File: src/rtl/aie_pkg.sv
package aie_pkg;
    localparam int OP_W = 4;
    localparam logic [OP_W-1:0] OP_INCR_GET = 4'h1;
    localparam int SLOT_LSB = 4;

    typedef enum logic [1:0] {
        ST_IDLE,
        ST_RD,
        ST_WR,
        ST_RSP
    } aie_state_e;
endpackage

File: src/rtl/aie_slot_mem.sv
module aie_slot_mem #(
    parameter int DATA_W = 32,
    parameter int IDX_W  = 4
) (
    input  logic              clk,
    input  logic              re,
    input  logic              we,
    input  logic [IDX_W-1:0]  idx,
    input  logic [DATA_W-1:0] wdata,
    output logic [DATA_W-1:0] rdata
);
    localparam int DEPTH = 1 << IDX_W;

    logic [DATA_W-1:0] mem_q [DEPTH];
    logic [DATA_W-1:0] rdata_q;

    always_ff @(posedge clk) begin
        if (we) begin
            mem_q[idx] <= wdata;
        end
        if (re) begin
            rdata_q <= mem_q[idx];
        end
    end

    assign rdata = rdata_q;
endmodule

File: src/rtl/aie_port_arb.sv
module aie_port_arb #(
    parameter int DATA_W = 32,
    parameter int IDX_W  = 4
) (
    input  logic              clk,
    input  logic              rst_n,
    input  logic              eng_re,
    input  logic              eng_we,
    input  logic [IDX_W-1:0]  eng_idx,
    input  logic [DATA_W-1:0] eng_wdata,
    input  logic              loc_valid,
    input  logic              loc_we,
    input  logic [IDX_W-1:0]  loc_idx,
    input  logic [DATA_W-1:0] loc_wdata,
    output logic              loc_ready,
    output logic              loc_rvalid,
    output logic              mem_re,
    output logic              mem_we,
    output logic [IDX_W-1:0]  mem_idx,
    output logic [DATA_W-1:0] mem_wdata
);
    logic loc_fire;
    logic rvalid_d, rvalid_q;

    // Engine owns the port for its read and write cycles; local gets it otherwise.
    assign loc_ready = !(eng_re || eng_we);
    assign loc_fire  = loc_valid && loc_ready;

    always_comb begin
        if (eng_re || eng_we) begin
            mem_re    = eng_re;
            mem_we    = eng_we;
            mem_idx   = eng_idx;
            mem_wdata = eng_wdata;
        end else begin
            mem_re    = loc_fire && !loc_we;
            mem_we    = loc_fire && loc_we;
            mem_idx   = loc_idx;
            mem_wdata = loc_wdata;
        end
        rvalid_d = loc_fire && !loc_we;
    end

    always_ff @(posedge clk or negedge rst_n) begin
        if (!rst_n) begin
            rvalid_q <= 1'b0;
        end else begin
            rvalid_q <= rvalid_d;
        end
    end

    assign loc_rvalid = rvalid_q;

    // never more than one user of the memory port in a cycle
    p_single_user_r7: assert property (@(posedge clk) disable iff (!rst_n)
        $onehot0({loc_fire, eng_re, eng_we}));

    // the engine write-back always follows its own read in the previous cycle
    p_wr_after_rd_r1: assert property (@(posedge clk) disable iff (!rst_n)
        eng_we |-> $past(eng_re));

    // read data is flagged exactly one cycle after a local read is taken
    p_rvalid_timing_r8: assert property (@(posedge clk) disable iff (!rst_n)
        (loc_fire && !loc_we) |=> loc_rvalid);
endmodule

File: src/rtl/aie_rmw_ctrl.sv
module aie_rmw_ctrl
    import aie_pkg::*;
#(
    parameter int DATA_W = 32,
    parameter int ADDR_W = 8,
    parameter int IDX_W  = ADDR_W - SLOT_LSB
) (
    input  logic              clk,
    input  logic              rst_n,
    input  logic              req_valid,
    output logic              req_ready,
    input  logic [OP_W-1:0]   req_opcode,
    input  logic [ADDR_W-1:0] req_addr,
    input  logic [DATA_W-1:0] req_incr,
    output logic              rsp_valid,
    input  logic              rsp_ready,
    output logic              rsp_err,
    output logic [DATA_W-1:0] rsp_old,
    output logic              eng_re,
    output logic              eng_we,
    output logic [IDX_W-1:0]  eng_idx,
    output logic [DATA_W-1:0] eng_wdata,
    input  logic [DATA_W-1:0] mem_rdata
);
    typedef struct packed {
        aie_state_e        state;
        logic [IDX_W-1:0]  slot;
        logic [DATA_W-1:0] incr;
        logic [DATA_W-1:0] old;
        logic              err;
    } ctrl_t;

    ctrl_t ctl_d, ctl_q;
    logic  bad_req;

    assign bad_req = (req_opcode != OP_INCR_GET) || (req_addr[SLOT_LSB-1:0] != '0);

    always_comb begin
        ctl_d = ctl_q;
        unique case (ctl_q.state)
            ST_IDLE: begin
                if (req_valid) begin
                    ctl_d.slot = req_addr[ADDR_W-1:SLOT_LSB];
                    ctl_d.incr = req_incr;
                    ctl_d.old  = '0;
                    ctl_d.err  = bad_req;
                    ctl_d.state = bad_req ? ST_RSP : ST_RD;
                end
            end
            ST_RD: begin
                ctl_d.state = ST_WR;
            end
            ST_WR: begin
                ctl_d.old   = mem_rdata;
                ctl_d.state = ST_RSP;
            end
            ST_RSP: begin
                if (rsp_ready) begin
                    ctl_d.state = ST_IDLE;
                end
            end
            default: ctl_d.state = ST_IDLE;
        endcase
    end

    always_ff @(posedge clk or negedge rst_n) begin
        if (!rst_n) begin
            ctl_q <= '{state: ST_IDLE, slot: '0, incr: '0, old: '0, err: 1'b0};
        end else begin
            ctl_q <= ctl_d;
        end
    end

    assign req_ready = (ctl_q.state == ST_IDLE);
    assign rsp_valid = (ctl_q.state == ST_RSP);
    assign rsp_err   = ctl_q.err;
    assign rsp_old   = ctl_q.old;
    assign eng_re    = (ctl_q.state == ST_RD);
    assign eng_we    = (ctl_q.state == ST_WR);
    assign eng_idx   = ctl_q.slot;
    assign eng_wdata = mem_rdata + ctl_q.incr;

    // after a request is taken the engine is busy in the next cycle
    p_busy_after_accept_r6: assert property (@(posedge clk) disable iff (!rst_n)
        (req_valid && req_ready) |=> !req_ready);

    // requests are never accepted while a response is outstanding
    p_no_accept_during_rsp_r6: assert property (@(posedge clk) disable iff (!rst_n)
        rsp_valid |-> !req_ready);

    // a stalled response holds valid, value and error flag
    p_rsp_hold_r5: assert property (@(posedge clk) disable iff (!rst_n)
        (rsp_valid && !rsp_ready) |=> (rsp_valid && $stable(rsp_old) && $stable(rsp_err)));

    // a rejected request reports zero as the old value
    p_err_zero_old_r3: assert property (@(posedge clk) disable iff (!rst_n)
        (rsp_valid && rsp_err) |-> (rsp_old == '0));
endmodule

File: src/rtl/atomic_incr_engine.sv
module atomic_incr_engine
    import aie_pkg::*;
#(
    parameter int DATA_W     = 32,
    parameter int ADDR_W     = 8,
    parameter int RET_OFFSET = 4,
    localparam int IDX_W     = ADDR_W - SLOT_LSB
) (
    input  logic              clk,
    input  logic              rst_n,
    input  logic              req_valid,
    output logic              req_ready,
    input  logic [OP_W-1:0]   req_opcode,
    input  logic [ADDR_W-1:0] req_addr,
    input  logic [DATA_W-1:0] req_incr,
    output logic              rsp_valid,
    input  logic              rsp_ready,
    output logic              rsp_err,
    output logic [DATA_W-1:0] rsp_old,
    output logic [ADDR_W-1:0] rsp_ret_addr,
    input  logic              loc_valid,
    output logic              loc_ready,
    input  logic              loc_we,
    input  logic [IDX_W-1:0]  loc_idx,
    input  logic [DATA_W-1:0] loc_wdata,
    output logic              loc_rvalid,
    output logic [DATA_W-1:0] loc_rdata
);
    logic              eng_re, eng_we;
    logic [IDX_W-1:0]  eng_idx;
    logic [DATA_W-1:0] eng_wdata;
    logic              mem_re, mem_we;
    logic [IDX_W-1:0]  mem_idx;
    logic [DATA_W-1:0] mem_wdata, mem_rdata;

    aie_rmw_ctrl #(.DATA_W(DATA_W), .ADDR_W(ADDR_W), .IDX_W(IDX_W)) u_ctrl (
        .clk(clk), .rst_n(rst_n),
        .req_valid(req_valid), .req_ready(req_ready),
        .req_opcode(req_opcode), .req_addr(req_addr), .req_incr(req_incr),
        .rsp_valid(rsp_valid), .rsp_ready(rsp_ready),
        .rsp_err(rsp_err), .rsp_old(rsp_old),
        .eng_re(eng_re), .eng_we(eng_we), .eng_idx(eng_idx), .eng_wdata(eng_wdata),
        .mem_rdata(mem_rdata)
    );

    aie_port_arb #(.DATA_W(DATA_W), .IDX_W(IDX_W)) u_arb (
        .clk(clk), .rst_n(rst_n),
        .eng_re(eng_re), .eng_we(eng_we), .eng_idx(eng_idx), .eng_wdata(eng_wdata),
        .loc_valid(loc_valid), .loc_we(loc_we), .loc_idx(loc_idx), .loc_wdata(loc_wdata),
        .loc_ready(loc_ready), .loc_rvalid(loc_rvalid),
        .mem_re(mem_re), .mem_we(mem_we), .mem_idx(mem_idx), .mem_wdata(mem_wdata)
    );

    aie_slot_mem #(.DATA_W(DATA_W), .IDX_W(IDX_W)) u_mem (
        .clk(clk), .re(mem_re), .we(mem_we), .idx(mem_idx),
        .wdata(mem_wdata), .rdata(mem_rdata)
    );

    assign loc_rdata    = mem_rdata;
    assign rsp_ret_addr = ADDR_W'(RET_OFFSET);

    // local port is refused whenever the engine is mid read-modify-write
    p_local_blocked_r7: assert property (@(posedge clk) disable iff (!rst_n)
        (req_valid && req_ready && !rsp_valid && (req_opcode == OP_INCR_GET)
         && (req_addr[SLOT_LSB-1:0] == '0)) |=> !loc_ready);
endmodule

File: config.mk
export PLATFORM = sky130hd
export DESIGN_NAME = atomic_incr_engine
export DESIGN_NICKNAME = d
export VERILOG_FILES = /design/src/rtl/aie_pkg.sv /design/src/rtl/aie_slot_mem.sv /design/src/rtl/aie_port_arb.sv /design/src/rtl/aie_rmw_ctrl.sv /design/src/rtl/atomic_incr_engine.sv
export SDC_FILE = /design/constraint.sdc
export NUM_CORES = 1
export LEC_CHECK = 0
export ABC_AREA = 1
export BUFFER_PORTS_ARGS = -buffer_cell sky130_fd_sc_hd__buf_2
export CORE_MARGIN = 4
export CORE_UTILIZATION = 54
export CTS_BUF_LIST = sky130_fd_sc_hd__clkbuf_8 sky130_fd_sc_hd__clkbuf_16
export DETAILED_ROUTE_END_ITERATION = 16
export PLACE_DENSITY = 0.78
export REMOVE_ABC_BUFFERS = 1
export SLEW_MARGIN = 20
export SYNTH_ARGS = -nofsm -noshare
export SYNTH_HDL_FRONTEND = slang
export SYNTH_SLANG_ARGS = --single-unit
File: constraint.sdc
create_clock -name clk -period 6.5 [get_ports clk]
set_clock_uncertainty 0.05 [all_clocks]
set_input_delay 1.3 -clock clk [delete_from_list [all_inputs] [get_ports clk]]
set_output_delay 1.3 -clock clk [all_outputs]
set_load 0.01 [all_outputs]
# Yosys cells after proc, flatten, opt, wreduce, memory -nomap -nowiden
# Memory sizes are Yosys's and may differ from the RTL's. A register that Yosys moved wholly into a read port is not among the register bits.
# Index checks and enable logic that the tools add are counted.
# W data, S select, Z words.
[word_totals]
mem_bits_rw = 512
regBits = 72
elab_cells = 38
memories = 1
output_inout_bits = 77
[op_classes]
muxes = 11
n_reduce_logical = 13
n_addsub = 1
eq_ne = 6
[memory_table]
columns = ["memory", "depth", "word_bits", "read_ports", "rd_clocked_by_memory_dff", "write_ports", "line_no", "rtl"]
rows = [
  ["u_mem.mem_q", 16, 32, 1, 1, 1, "aie_slot_mem.sv:14", "logic [DATA_W-1:0] mem_q [DEPTH];"],
]
[ops]
columns = ["cell", "count"]
rows = [
  ["$mux W71", 1],
  ["$pmux W32 S2", 1],
  ["$add A32 B32 Y32", 1],
  ["$mux W32", 1],
  ["$pmux W2 S4", 1],
  ["$reduce_and A2 Y1", 3],
  ["$eq A2 B2 Y1 const B", 2],
  ["$mux W1", 4],
  ["$mux W2", 2],
  ["$mux W4", 1],
  ["$ne A4 B1 Y1 const B", 1],
  ["$reduce_bool A4 Y1", 1],
  ["$logic_and A1 B1 Y1", 3],
  ["$eq A2 B1 Y1 const B", 1],
  ["$logic_not A1 Y1", 2],
  ["$logic_not A2 Y1", 1],
  ["$logic_or A1 B1 Y1", 2],
  ["$ne A2 B1 Y1 const B", 1],
  ["$ne A2 B2 Y1 const B", 1],
  ["$reduce_bool A2 Y1", 1],
]

# Logic depth before layout (Yosys ltp)
[logic_depth]
depth_word = 8
ltp_mapped = 16

# By module
# Synthesis repeated with hierarchy kept, for this count alone.
[unflattened]
hier_cells = 3097
hier_area_um2 = 28640.0
[modules_own_cells]
columns = ["mod", "area_per_inst_um2", "n_inst", "cells_per_inst", "seq_area_each_um2"]
rows = [
  ["aie_slot_mem", 22534.1, 1, 2113, 16335.7],
  ["aie_rmw_ctrl", 5445.2, 1, 844, 1776.7],
  ["aie_port_arb", 593.1, 1, 130, 25.0],
  ["atomic_incr_engine", 67.6, 1, 10, 0.0],
]

# Least setup slack after synthesis
# Ideal clock, no wire load.
[synth_timing]
path_type = "input to register"
from = "input port loc_valid"
to = "register u_mem.rdata_q[0], in the netlist u_mem.rdata[0] (read register of u_mem.mem_q), enable pin"
setup_time_ns = 0.466
t_arrival_ns = 3.657
required_ns = 5.984
path_slack_ns = 2.328
cell_stages = 2
cell_sequence = "nand2_1 > o21ai_0"
[synth_via]
elab_chain_cells = 3
[synth_rtl]
columns = ["element", "line_no", "rtl"]
rows = [
  ["from (decl)", "atomic_incr_engine.sv:21", "input logic loc_valid,"],
  ["$logic_and A1 B1 Y1", "aie_port_arb.sv:27", "assign loc_fire = loc_valid && loc_ready;"],
  ["$logic_and A1 B1 Y1", "aie_port_arb.sv:36", "mem_re = loc_fire && !loc_we;"],
  ["$mux W1", "aie_port_arb.sv:30", "if (eng_re || eng_we) begin"],
  ["via mem_re", "atomic_incr_engine.sv:32", "logic mem_re, mem_we;"],
  ["to (decl)", "aie_slot_mem.sv:15", "logic [DATA_W-1:0] rdata_q;"],
]
# The timed path passes the listed nets, and every way through them passes these cells.
# A chain may end at the register's enable or synchronous reset.

# Worst setup path in the final report
[layout_timing]
from = "register u_ctrl.ctl_q[69] (netlist name)"
to = "memory u_mem.mem_q[12][26], enable pin"
[layout_via]
elab_chain_cells = 8
word_cells_on_any_way = 10
cone_classes = "eq/ne: 2; mux: 4; reduce/logical: 4"
[layout_rtl]
columns = ["element", "line_no", "rtl"]
rows = [
  ["from (decl)", "aie_rmw_ctrl.sv:33", "ctrl_t ctl_d, ctl_q;"],
  ["from (signal assigned)", "aie_rmw_ctrl.sv:68", "ctl_q <= '{state: ST_IDLE, slot: '0, incr: '0, old: '0, err: 1'b0};"],
  ["from (signal assigned)", "aie_rmw_ctrl.sv:70", "ctl_q <= ctl_d;"],
  ["$eq A2 B1 Y1 or $eq A2 B2 Y1 (tied branches)", "aie_rmw_ctrl.sv:78, aie_rmw_ctrl.sv:79", ""],
  ["$logic_or A1 B1 Y1", "aie_port_arb.sv:26, aie_port_arb.sv:30", ""],
  ["$logic_not A1 Y1", "aie_port_arb.sv:26", "assign loc_ready = !(eng_re || eng_we);"],
  ["$logic_and A1 B1 Y1", "aie_port_arb.sv:27", ""],
  ["$logic_and A1 B1 Y1", "aie_port_arb.sv:37", "mem_we = loc_fire && loc_we;"],
  ["$mux W1", "aie_port_arb.sv:30", ""],
  ["$mux W1", "aie_slot_mem.sv:18", "if (we) begin"],
  ["$mux W1 (not written as such)", "aie_slot_mem.sv:19", "mem_q[idx] <= wdata;"],
  ["to (decl)", "aie_slot_mem.sv:14", ""],
]
# Parallel ways exist; a longest one is shown, timed or not.

==> results.toml <==
[synth]
synthCells = 2271
ys_seq_area_share_pct = 69.0
syn_area_per_cell_um2 = 11.6
yosysTopAreaCell = "edfxtp_1"
ys_ff_latch = 616
yosysTopAreaCellShare_pct = 62.2
synth_warnings = 0
synth.distinct_cells = 36
synth_area_leaders = "edfxtp_1, nand2_1, a22oi_1, dfrtp_1, inv_1"
netlist_area_mm2 = 0.0263

[floorplanning]
die_w_um = 229
row_count = 80
die_height_um = 229
die_area_mm2 = 0.0523
core_mm2 = 0.0479
initial_core_util_pct = 54.8
boundaryPins = 163

[cells_and_area]
final-seq-area_mm2 = 0.0181
drive_above_1_share_pct = 13.3
fin_nets = 2521
area_growth_pct = 12.3
multi_input_area_mm2 = 0.00683
n_fill_cell = 3527
antennaDiodeCount = 0

[clocking]
postCtsResizedCells = 0
cts_tree = "built"
h-tree-depth = 2
clock_latency_ps = 630
post-cts-setup-buffers = 0
cts_buffers = 57
hold_buffers = 0
cts_sinks = 616
cts_buffer_depth = 3
path_clk_slew_ps = 60
cts_root_buf = "clkbuf_16"

[global_route]
grt-busiest-layer = "met2"
use_met3_pct = 7.04
grt_use_met1_pct = 36.5
grt_pass1_wl_um = 106000
antenna_found_initial = 1
grt_max_degree = 91
grt_usage_pct = 26.8
use_met2_pct = 41.2
grt_pass1_vias = 17853
grt_overflow_total = 0

[route]
first_pass_iters = 6
routedWlPerCell_um = 23.3
routed_wirelength_um = 71100
drc = 0
viasPerCell = 5.87
antenna_left = 0
first_iter_violations = 2271
vias = 17948

[timing]
setup_tns_ps = 0
hold_viol = 0
fmax_mhz = 232
setup_viol = 0
period_needed_ps = 4320
fin_crit_sh_pct = 66.4
finalWorstSetupSlack_ps = 2180
worst_pin_slew_ps = 1050
slew_viol_final = 0
relSlewSlack_pct = 30.0
rsz0062_at_grt = "no"

[critical_path]
cp_common_cell = "buf_4"
cp-start-kind = "flip-flop"
critPathKind = "reg -> reg"
worst_ep_arrival_time_ps = 4540
path_cells = "inv_1, ha_1, buf_4, inv_4, nand2_2, nand2_4, inv_2, nor2_4, buf_4, nand2_1, nor2_4, buf_4"
critical_path.max_stage_delay_ps = 620
required_ps = 6720
worstPathMaxFanout = 56
crit_slowest_cell = "nor2_4"
worstSetupEndpointType = "flip-flop"
r2r_slack_ps = 2180

[worst_hold_path]
hp-class = "reg -> reg"

[placement]
pre_cts_ws_ps = 2220
dp_hpwl_um = 43200
port_buffers = 154
gp_congestion = 0.838

[run]
cap_violations = 0

[outcome]
status = "finished, final reports clean"
## cell families after synthesis
| logic type | Yosys count | synth area share (%) |
|---|---|---|
| and+or+nand+nor | 973 | 14.7 |
| DFF | 616 | 69.0 |
| buffers and inverters | 323 | 5.66 |
| AOI/OAI and AO/OA | 307 | 8.37 |
| adders and majority gates | 36 | 1.74 |
| xor gates and xnor gates | 14 | 0.467 |
| other | 2 | 0.0286 |
## sequential cells by signal, summed over array words and instances, names as in the netlist
name / count
u_ctrl.rsp_old: 32
u_mem.rdata: 32
u_arb.loc_rvalid: 1
u_ctrl.ctl_q: 34
u_mem.mem_q: 512
u_ctrl.eng_idx: 4
u_ctrl.rsp_err: 1
## routing by layer
layer | vias up | wire length (µm)
met2 | 1042 | 32400
met3 | 178 | 8670
met1 | 8660 | 27100
li1 | 8068 | -
met4 | 0 | 2970
met5 | - | 0
## Yosys cell counts
| cell | instances |
|---|---|
| o21ai_0 | 19 |
| nor2_1 | 58 |
| o21ai_2 | 2 |
| a22oi_1 | 257 |
| buf_6 | 4 |
| dfrtp_1 | 72 |
| inv_1 | 181 |
| nor4_1 | 1 |
| inv_2 | 6 |
| nor3_1 | 3 |
| clkbuf_1 | 20 |
| ha_1 | 35 |
| nand2_1 | 809 |
| buf_1 | 5 |
| buf_2 | 62 |
| nand2_4 | 2 |
| nor4b_1 | 1 |
| edfxtp_1 | 544 |
| nand3_1 | 79 |
| conb_1 | 2 |
| a21o_1 | 1 |
| o21bai_1 | 3 |
| fa_1 | 1 |
| xor2_1 | 1 |
| or2_1 | 2 |
| and2_1 | 1 |
| o211ai_1 | 1 |
| or2_2 | 1 |
| buf_4 | 43 |
| nand4_1 | 3 |
| nand2_2 | 2 |
| nand3b_1 | 4 |
| inv_4 | 2 |
| xnor2_1 | 13 |
| a21oi_1 | 24 |
| nor2_4 | 7 |
## final timing paths
| path | start | end | depth (start not counted) |
|---|---|---|---|
| setup / recovery | u_ctrl.ctl_q[69] | u_mem.mem_q[12][26] | 12 |
| hold / removal | u_ctrl.rsp_old[25] | u_ctrl.rsp_old[25] | 2 |
| setup reg to reg | u_ctrl.ctl_q[69] | u_mem.mem_q[12][26] | 12 |
| hold reg to reg | u_ctrl.rsp_old[25] | u_ctrl.rsp_old[25] | 2 |
| max in group asynchronous | rst_n | u_ctrl.rsp_old[0] | 1 |
| min in group asynchronous | rst_n | u_ctrl.rsp_old[27] | 1 |
## stage by stage
stage	hold slack (ps)	cells	cell area, µm²	utilization, %
2_1_floorplan	391	2143	25500	-
3_3_place_gp	398	2950	27500	57.4
3_5_place_dp	404	2952	27600	57.5
4_1_cts	419	3057	29400	61.3
5_1_grt	443	3060	29500	61.5
6_report	414	3060	29500	61.5
## cells in the final DEF, fill, tap and decap left out, types with 2 or more instances in the layout
master / Yosys / layout
nor2_1: 58 / 41
nand3_1: 79 / 79
bufinv_16: 0 / 6
clkinv_1: 0 / 15
or2_1: 2 / 2
inv_4: 2 / 2
xnor2_1: 13 / 13
buf_16: 0 / 5
buf_2: 62 / 153
o21ai_0: 19 / 16
nand2_1: 809 / 808
clkbuf_16: 0 / 58
a21oi_1: 24 / 23
dfrtp_1: 72 / 72
nand3b_1: 4 / 4
inv_1: 181 / 185
o21ai_1: 0 / 2
clkinv_4: 0 / 2
a22oi_1: 257 / 257
nand2_2: 2 / 3
nor3_1: 3 / 3
o21bai_1: 3 / 3
nand4_1: 3 / 3
buf_6: 4 / 3
inv_2: 6 / 7
buf_4: 43 / 36
nand2_4: 2 / 2
ha_1: 35 / 34
conb_1: 2 / 8
o21ai_2: 2 / 2
clkinvlp_4: 0 / 5
edfxtp_1: 544 / 544
clkinv_2: 0 / 12
nor2_4: 7 / 23
## layout make-up
type | count | share of cell area [%]
timing repair buffer | 197 | 4.09
clock inverter | 47 | 1.34
sequential | 616 | 61.5
tap | 615 | 2.61
clock buffer | 58 | 4.92
inverter | 189 | 2.42
multi-input combinational | 1338 | 23.1
## worst max-delay path, delay by kind of cell, from the launching register on
| family | cells | cell delay, ps |
|---|---|---|
| DFF | 1 | 400 |
| and+or+nand+nor | 5 | 1350 |
| adders and majority gates | 1 | 340 |
| buffers and inverters | 6 | 1770 |
Power is left out: the tool's default activity adds up to more than one toggle a clock period on the data nets, which glitch-free logic cannot reach.
